<file path="src/rtl/txarb_pkg.sv">
package txarb_pkg;
    localparam int ID_W   = 29;
    localparam int STD_W  = 11;
    localparam int EXT_LO = ID_W - STD_W;
    localparam int KEY_W  = ID_W + 1;
    localparam int PRIO_W = 3;

    typedef enum logic [1:0] {
        ARB_LOW_ID    = 2'b00,
        ARB_LOW_NUM   = 2'b01,
        ARB_HIGH_PRIO = 2'b10,
        ARB_SPARE     = 2'b11
    } arb_mode_e;

    typedef struct packed {
        logic [PRIO_W-1:0] prio;
        logic [KEY_W-1:0]  key;
    } arb_rank_t;

    // Bus-order key: base bits, then the format bit, then the extension bits
    function automatic logic [KEY_W-1:0] arb_key(input logic ide, input logic [ID_W-1:0] id);
        if (ide)
            return {id[ID_W-1 -: STD_W], 1'b1, id[EXT_LO-1:0]};
        else
            return {id[STD_W-1:0], 1'b0, {EXT_LO{1'b0}}};
    endfunction

    // Strict comparison; an ascending walk gives the lowest index on ties
    function automatic logic arb_beats(input arb_mode_e mode, input arb_rank_t cand,
                                       input arb_rank_t best);
        case (mode)
            ARB_LOW_ID:    return cand.key < best.key;
            ARB_HIGH_PRIO: return (cand.prio > best.prio) ||
                                  ((cand.prio == best.prio) && (cand.key < best.key));
            default:       return 1'b0;
        endcase
    endfunction
endpackage

</file>
<file path="src/rtl/txarb_pend.sv">
module txarb_pend #(
    parameter int MB_MAX = 32,
    parameter int IDX_W  = 5
) (
    input  logic              clk,
    input  logic              rst,
    input  logic              arm_en,
    input  logic [IDX_W-1:0]  arm_idx,
    input  logic              abort_hit,
    input  logic [IDX_W-1:0]  abort_idx,
    input  logic              grant_ok,
    input  logic [IDX_W-1:0]  grant_idx,
    input  logic              tx_done,
    output logic [MB_MAX-1:0] pend,
    output logic              tx_active,
    output logic [IDX_W-1:0]  tx_idx
);
    for (genvar s = 0; s < MB_MAX; s++) begin : g_slot
        localparam logic [IDX_W-1:0] SLOT = IDX_W'(s);
        logic q;
        always_ff @(posedge clk) begin
            if (rst)
                q <= 1'b0;
            else if ((abort_hit && abort_idx == SLOT) || (grant_ok && grant_idx == SLOT))
                q <= 1'b0;
            else if (arm_en && arm_idx == SLOT && !(tx_active && tx_idx == SLOT))
                q <= 1'b1;
        end
        assign pend[s] = q;
    end

    always_ff @(posedge clk) begin
        if (rst) begin
            tx_active <= 1'b0;
            tx_idx    <= '0;
        end else if (grant_ok) begin
            tx_active <= 1'b1;
            tx_idx    <= grant_idx;
        end else if (tx_done) begin
            tx_active <= 1'b0;
        end
    end
endmodule

</file>
<file path="src/rtl/txarb_scan.sv">
module txarb_scan
    import txarb_pkg::*;
#(
    parameter int MB_MAX = 32,
    parameter int IDX_W  = 5,
    parameter int CNT_W  = 6
) (
    input  logic                     clk,
    input  logic                     rst,
    input  logic                     restart,
    input  logic                     clear_win,
    input  arb_mode_e                mode,
    input  logic [CNT_W-1:0]         count,
    input  logic [MB_MAX-1:0]        pend,
    input  logic                     tx_active,
    input  logic [IDX_W-1:0]         tx_idx,
    input  logic [MB_MAX-1:0]        mb_ide,
    input  logic [MB_MAX*ID_W-1:0]   mb_id,
    input  logic [MB_MAX*PRIO_W-1:0] mb_prio,
    output logic                     busy,
    output logic                     win_valid,
    output logic [IDX_W-1:0]         win_idx
);
    localparam logic [IDX_W-1:0] LAST = IDX_W'(MB_MAX - 1);

    logic [IDX_W-1:0] ptr;
    logic             best_found;
    logic [IDX_W-1:0] best_idx;
    arb_rank_t        best_rank;
    arb_rank_t        cand_rank;
    logic             cand_elig;
    logic             take;

    always_comb begin
        cand_rank.key  = arb_key(mb_ide[ptr], mb_id[int'(ptr)*ID_W +: ID_W]);
        cand_rank.prio = mb_prio[int'(ptr)*PRIO_W +: PRIO_W];
        cand_elig = pend[ptr] && ({1'b0, ptr} < count) && !(tx_active && tx_idx == ptr);
        take      = cand_elig && (!best_found || arb_beats(mode, cand_rank, best_rank));
    end

    always_ff @(posedge clk) begin
        if (rst) begin
            busy       <= 1'b0;
            ptr        <= '0;
            best_found <= 1'b0;
            best_idx   <= '0;
            best_rank  <= '0;
            win_valid  <= 1'b0;
            win_idx    <= '0;
        end else if (restart) begin
            busy       <= 1'b1;
            ptr        <= '0;
            best_found <= 1'b0;
            win_valid  <= 1'b0;
        end else begin
            if (clear_win)
                win_valid <= 1'b0;
            if (busy) begin
                if (take) begin
                    best_found <= 1'b1;
                    best_idx   <= ptr;
                    best_rank  <= cand_rank;
                end
                if (ptr == LAST) begin
                    busy      <= 1'b0;
                    win_valid <= best_found || take;
                    win_idx   <= take ? ptr : best_idx;
                end else begin
                    ptr <= ptr + 1'b1;
                end
            end
        end
    end
endmodule

</file>
<file path="src/rtl/can_txarb_sel.sv">
module can_txarb_sel
    import txarb_pkg::*;
#(
    parameter int MB_MAX = 32,
    localparam int IDX_W = $clog2(MB_MAX),
    localparam int CNT_W = $clog2(MB_MAX + 1)
) (
    input  logic                     clk,
    input  logic                     rst,
    input  logic [1:0]               cfg_mode,
    input  logic [CNT_W-1:0]         cfg_count,
    input  logic [MB_MAX-1:0]        mb_ide,
    input  logic [MB_MAX*ID_W-1:0]   mb_id,
    input  logic [MB_MAX*PRIO_W-1:0] mb_prio,
    input  logic                     arm_en,
    input  logic [IDX_W-1:0]         arm_idx,
    input  logic                     abort_en,
    input  logic [IDX_W-1:0]         abort_idx,
    input  logic                     scan_start,
    input  logic                     grant,
    input  logic                     tx_done,
    output logic                     busy,
    output logic                     win_valid,
    output logic [IDX_W-1:0]         win_idx,
    output logic                     tx_active,
    output logic [IDX_W-1:0]         tx_idx
);
    logic [MB_MAX-1:0] pend;
    logic              abort_hit;
    logic              restart;
    logic              grant_ok;

    // An abort only counts when the slot is queued; a transmitting slot is not
    assign abort_hit = abort_en && pend[abort_idx];
    assign restart   = scan_start ||
                       (abort_hit && (busy || (win_valid && win_idx == abort_idx)));
    assign grant_ok  = grant && win_valid && !tx_active && !restart;

    txarb_pend #(.MB_MAX(MB_MAX), .IDX_W(IDX_W)) u_pend (
        .clk       (clk),
        .rst       (rst),
        .arm_en    (arm_en),
        .arm_idx   (arm_idx),
        .abort_hit (abort_hit),
        .abort_idx (abort_idx),
        .grant_ok  (grant_ok),
        .grant_idx (win_idx),
        .tx_done   (tx_done),
        .pend      (pend),
        .tx_active (tx_active),
        .tx_idx    (tx_idx)
    );

    txarb_scan #(.MB_MAX(MB_MAX), .IDX_W(IDX_W), .CNT_W(CNT_W)) u_scan (
        .clk       (clk),
        .rst       (rst),
        .restart   (restart),
        .clear_win (grant_ok),
        .mode      (arb_mode_e'(cfg_mode)),
        .count     (cfg_count),
        .pend      (pend),
        .tx_active (tx_active),
        .tx_idx    (tx_idx),
        .mb_ide    (mb_ide),
        .mb_id     (mb_id),
        .mb_prio   (mb_prio),
        .busy      (busy),
        .win_valid (win_valid),
        .win_idx   (win_idx)
    );
endmodule

</file>
<file path="config.mk">
export PLATFORM = sky130hd
export DESIGN_NAME = can_txarb_sel
export DESIGN_NICKNAME = d
export VERILOG_FILES = /design/src/rtl/txarb_pkg.sv /design/src/rtl/txarb_pend.sv /design/src/rtl/txarb_scan.sv /design/src/rtl/can_txarb_sel.sv
export SDC_FILE = /design/constraint.sdc
export NUM_CORES = 1
export LEC_CHECK = 0
export BUFFER_PORTS_ARGS = -buffer_cell sky130_fd_sc_hd__buf_2
export CORE_AREA = 5 5 424 426
export CTS_CLUSTER_SIZE = 28
export DETAILED_ROUTE_END_ITERATION = 7
export DIE_AREA = 0 0 429 431
export GPL_TIMING_DRIVEN = 0
export HOLD_SLACK_MARGIN = 0.03
export PLACE_DENSITY_LB_ADDON = 0.08
export SKIP_LAST_GASP = 1
export SLEW_MARGIN = 10
export SYNTH_ARGS = -nofsm -noshare
export SYNTH_HDL_FRONTEND = slang
export SYNTH_SLANG_ARGS = --single-unit
</file>
<file path="constraint.sdc">
create_clock -name clk -period 11.5 [get_ports clk]
set_input_delay 1.15 -clock clk [delete_from_list [all_inputs] [get_ports clk]]
set_output_delay 1.15 -clock clk [all_outputs]
set_load 0.02 [all_outputs]
</file>
=== Word level (Yosys, flattened, before mapping) ===
Index checks and enable logic that the tools add are counted.

* Flip-flop bits (word level): 89
* Output and inout port bits: 13
* Word-level logic and storage cells: 488

* $add $sub $neg: 1
* $mul: 2
* Magnitude comparators: 5
* Eq/ne operators: 129
* Shift operators: 2
* Muxes and demuxes: 17
* Bitwise logic cells: 2
* Reductions and logical operators: 288

{| class="wikitable"
|+ Operators by type and width
! kind !! count
|-
| $shiftx 928x32->29 || 1
|-
| $eq 5x5->1 const B || 65
|-
| $logic_and 1x1->1 || 171
|-
| $eq 5x4->1 const B || 32
|-
| $shiftx 96x32->3 || 1
|-
| $eq 5x3->1 const B || 16
|-
| $reduce_or 2->1 || 33
|-
| $eq 5x2->1 const B || 8
|-
| $logic_or 1x1->1 || 37
|-
| $logic_not 1->1 || 36
|-
| $lt 30x30->1 || 1
|-
| $mux 30 || 1
|-
| $eq 5x1->1 const B || 4
|-
| $logic_not 5->1 || 4
|-
| $bmux 1 s5 || 3
|-
| $lt 5x6->1 const B || 2
|-
| $mux 1 || 11
|-
| $eq 5x5->1 || 2
|-
| $mul 5x5->10 const B || 1
|-
| $mul 5x2->7 const B || 1
|-
| $lt 5x6->1 || 1
|-
| $reduce_and 2->1 || 3
|-
| $reduce_and 3->1 || 2
|-
| $add 5x1->5 const B || 1
|-
| 8 further kinds || 9
|}

=== Longest topological paths before layout ===
* Depth in word-level cells: 12
* Gate-level depth with buffers: 21
* Depth with buffers taken out: 16

=== Cells and area by module ===
Synthesis repeated with hierarchy kept, for this count alone.

* Cells, all modules: 1210
* Area total of the unflattened synthesis: 14445.1 um^2

{| class="wikitable"
|+ Modules (own cells, without submodules)
! module !! times used !! cells each !! area an instance (um^2)
|-
| txarb_scan || 1 || 886 || 11598.6
|-
| txarb_pend || 1 || 279 || 2416.1
|-
| can_txarb_sel || 1 || 45 || 430.4
|}

=== Worst setup path after synthesis ===
No wires, ideal clock.

* Path kind: input to register
* Start point: input mb_ide[21]
* End point: register u_scan.best_idx[2]
* Library setup time: 128 ps
* Data arrival time: 4664 ps
* Path slack: 6708 ps
* Stages on the path: 17
* Path through: mux4_2 a22o_1 nor4_2 a41o_1 buf_2 buf_2 a21oi_1 ha_1 nand4_1 nor4_1 o31ai_1 o2111ai_1 o221ai_1 o211ai_4 buf_6 mux2i_1 nor2_1

{| class="wikitable"
|+ RTL lines
! what !! RTL line !! RTL
|-
| start: declaration || can_txarb_sel.sv:12 || <nowiki>input logic [MB_MAX-1:0] mb_ide,</nowiki>
|-
| end signal: assignment || txarb_scan.sv:61 || <nowiki>best_idx <= ptr;</nowiki>
|-
| end: declaration || txarb_scan.sv:28 || <nowiki>logic [IDX_W-1:0] best_idx;</nowiki>
|}

==> summary.txt <==
Setup path
  – FF-to-FF End: u_scan.best_rank[28]$_SDFFE_PP0P_
  – Top Family by Delay on Critical Path: buffers and inverters
  – Worst Reg2Reg Path Length in Cells: 17
  – Worst r2r src: u_scan.ptr[3]$_SDFFE_PP0P_
  – Crit path cell chain: buf_2 -> clkbuf_1 -> clkbuf_1 -> clkbuf_2 -> mux4_2 -> mux2i_1 -> a21oi_1 -> ha_1 -> nand4_1 -> nor4_1 -> o31ai_1 -> o2111ai_1 -> o221ai_1 -> o211ai_4 -> buf_6 -> mux2i_1 -> nor2_1
  – Arrival time of the worst setup path: 7.50 ns
  – CP Launch Type: register
  – CP Max Fanout: 10
  – Crit path required time: 11.73 ns
  – CP max stage delay: 0.83 ns
  – Reg2Reg Setup Slack: 4.23 ns
  – CP bufs+invs: 5
  – Critical Path End Type: register
  – Crit Path Class: register to register
  – Slowest CP cell: clkbuf_1

Clock tree
  – Clk sinks: 89
  – Level count of the clock H-tree: 3
  – Clock slew at reported path FFs: 0.08 ns
  – Root Buffer: clkbuf_16
  – Total CTS buffers: 9
  – Post-cts sizing count: 0
  – CTS tree: built
  – Post-CTS Setup Inserts: 0
  – Hold_buf cts: 0
  – Max clock buf depth: 2
  – Clock latency on the worst-skew pair: 0.38 ns

Die
  – Die X-Extent: 429 um
  – Core Footprint: 175000 sq um
  – Die area: 185000 sq um
  – Cell Rows: 154
  – Initial Util: 8.16%
  – Top Ports: 1094
  – Die Y: 431 um

Drt
  – Vias per cell: 3.63
  – Final wirelength: 142000 um
  – Routed vias: 16860
  – DR iter-0 viols: 1024
  – Final antenna-violating net count: 0
  – DR pass1 iterations: 6
  – # DRC: 0
  – Avg WL per Cell: 30.5 um

Cells and area
  – Non-Filler Instances: 4645
  – Share of cells above drive strength 1: 68.3%
  – Commonest non-fill, non-tap cell in the layout: buf_2
  – Area growth syn-to-layout: 61.3%
  – Layout net count: 3377
  – Commonest cells after routing, fill and taps aside: 1141 x buf_2, 337 x mux4_2, 102 x nor2_1

Place
  – Placed insts: 4587
  – Pre-CTS setup slack: 3.88 ns
  – PortBufs: 1088
  – Post-DP HPWL: 129000 um
  – Routability cong.: 0.912

Global route
  – Vias in the first global route: 18437
  – First-pass GRT wire length: 180000 um
  – Initial antenna violation count: 117
  – Largest net degree at the start of global routing: 17
  – GRT Util Overall: 14.5%
  – Grt ovf: 0

Pwr
  – Lkg Pwr: 9.22 nW
  – VDD IR max: 68.0 uV
  – Pwr dens: 52.3 nW/um^2
  – Tot Pwr: 1.21 mW

Timing
  – Period minus WS final: 7.27 ns
  – Final setup vio count: 0
  – Worst Skew: 0.0177 ns
  – RSZ-0062 raised after global routing: false
  – Worst Tran Pin Value: 1.19 ns
  – Fin. max-slew vios: 0
  – Setup tns final: 0 ns
  – Worst hold slack: 0.466 ns
  – Max frequency: 138 MHz
  – Max-slew headroom: 20.7%
  – Final hold vios: 0
  – Setup ws final: 4.23 ns
  – Part of the cycle the worst path needs: 63.2%

Synth
  – Syn Area/Cell: 12.3 sq um
  – #FFs+latches synth: 89
  – Ys async rst share: 0%
  – Unique masters post-synth: 67
  – Warnings from Yosys: 0
  – Gate Count Post-Synth: 1159
  – Seq/Total Area, Yosys: 12.5%
  – Syn Std Cell Area: 14300 sq um
  – Synthesized netlist net count: 2278
  – Main synth FF type: dfxtp_1
  – Post-synth EDFFs: 0

Status
  – Run status: finished clean

Worst hold path
  – Hold Startpoint: u_scan.best_rank[30]$_SDFFE_PP0P_
  – Hold Crit Endpoint: u_scan.best_rank[30]$_SDFFE_PP0P_
  – Hold Crit Depth: 2
  – Hold Path Class: register to register

Job
  – Max-Cap Viols: 0
worst register-to-register path, delay by kind of cell, from the launching register on:
kind / cells / cell delay (ns)
buf+inv: 5 / 2.78
fa+ha+maj: 1 / 0.38
simple gates: 3 / 0.68
compound gates: 5 / 1.49
mux: 3 / 1.27
flops: 1 / 0.52
power by group:
part,leakage [nW],total [mW],internal (mW),switching (mW)
clock network,0.136,0.303,0.151,0.152
logic,8.37,0.591,0.310,0.281
registers,0.718,0.312,0.310,0.00213
total,9.22,1.21,0.771,0.435
sequential cells by signal, summed over array words and instances, names as in the netlist:
register / cells
u_scan.best_rank: 33
u_pend.g_slot.q: 32
u_pend.tx_idx: 5
u_scan.best_idx: 5
u_scan.ptr: 5
u_scan.win_idx: 5
u_pend.tx_active: 1
u_scan.best_found: 1
u_scan.busy: 1
u_scan.win_valid: 1
logic make-up after synthesis:
group                      synth area share, %
and+or+nand+nor                           8.94
muxes                                     58.2
AOI/OAI and AO/OA                         10.3
buffers and inverters                     5.98
adders and majority gates                 3.32
xor gates and xnor gates                 0.796
DFF                                       12.5
stage by stage:
stage | instance area [sq um] | util [%]
after CTS | 23000 | 13.1
after detailed placement | 22700 | 12.9
after floorplan | 14300 | -
final | 23100 | 13.2
after global placement | 22700 | 12.9
after global routing | 23000 | 13.1
worst max path at each step:
stage	slack [ns]	to	cells after the start	start
floorplan	6.71	u_scan.best_idx[2]$_SDFFE_PP0P_	17	mb_ide[21]
global placement	3.49	u_scan.best_rank[27]$_SDFFE_PP0P_	17	u_scan.ptr[3]$_SDFFE_PP0P_
detailed placement	3.88	u_scan.best_rank[28]$_SDFFE_PP0P_	19	u_scan.ptr[1]$_SDFFE_PP0P_
CTS	3.84	u_scan.best_rank[28]$_SDFFE_PP0P_	19	u_scan.ptr[1]$_SDFFE_PP0P_
global route	3.68	u_scan.best_rank[27]$_SDFFE_PP0P_	19	u_scan.ptr[1]$_SDFFE_PP0P_
finish	4.23	u_scan.best_rank[28]$_SDFFE_PP0P_	17	u_scan.ptr[3]$_SDFFE_PP0P_
per-layer routing:
metal	up-vias	share of wire (%)	GRT usage [%]
met1	8744	37	16.1
met5	-	0.27	0
li1	7137	-	-
met3	181	6.0	3.71
met2	738	54	26.9
met4	60	2.9	4.83
Yosys cell counts (3+ instances only):
cell type	number	share of area [%]
nand2b_1	14	0.61
xor2_1	9	0.55
nor3_1	6	0.21
o21bai_1	19	1.0
a211oi_1	32	1.7
o21ai_0	3	0.10
inv_1	40	1.0
buf_2	52	1.8
ha_1	38	3.3
nand4b_1	3	0.18
and3_1	4	0.17
a21oi_1	44	1.5
dfxtp_1	89	12
o22ai_1	6	0.26
nor4_1	3	0.13
nor2b_1	18	0.79
clkbuf_1	46	1.2
buf_6	11	0.87
a211o_1	10	0.61
buf_8	4	0.42
a221oi_1	19	1.2
buf_1	3	0.079
a2111oi_0	8	0.49
and2_1	15	0.66
a311o_1	4	0.28
nand3b_1	6	0.31
nand4_1	10	0.44
mux2i_1	73	5.1
a211oi_2	12	1.0
xnor2_1	4	0.24
a21o_1	6	0.31
mux4_2	337	53
buf_4	6	0.31
nand3_1	12	0.42
nand2_1	47	1.2
nor2_1	102	2.7
a31oi_1	6	0.26
layout make-up:
cell class              count  area (sq um)
fillers                 20123        152000
multi-input cells         904         11700
repair buffers           1088          5450
well taps                2340          2930
flip-flops and latches     89          1780
plain buffers             124           701
clock buffers              10           229
inverters                  42           158
diodes                     42           105
clock inverters             6          50.0
No activity file was read; power rests on OpenSTA's default activity.
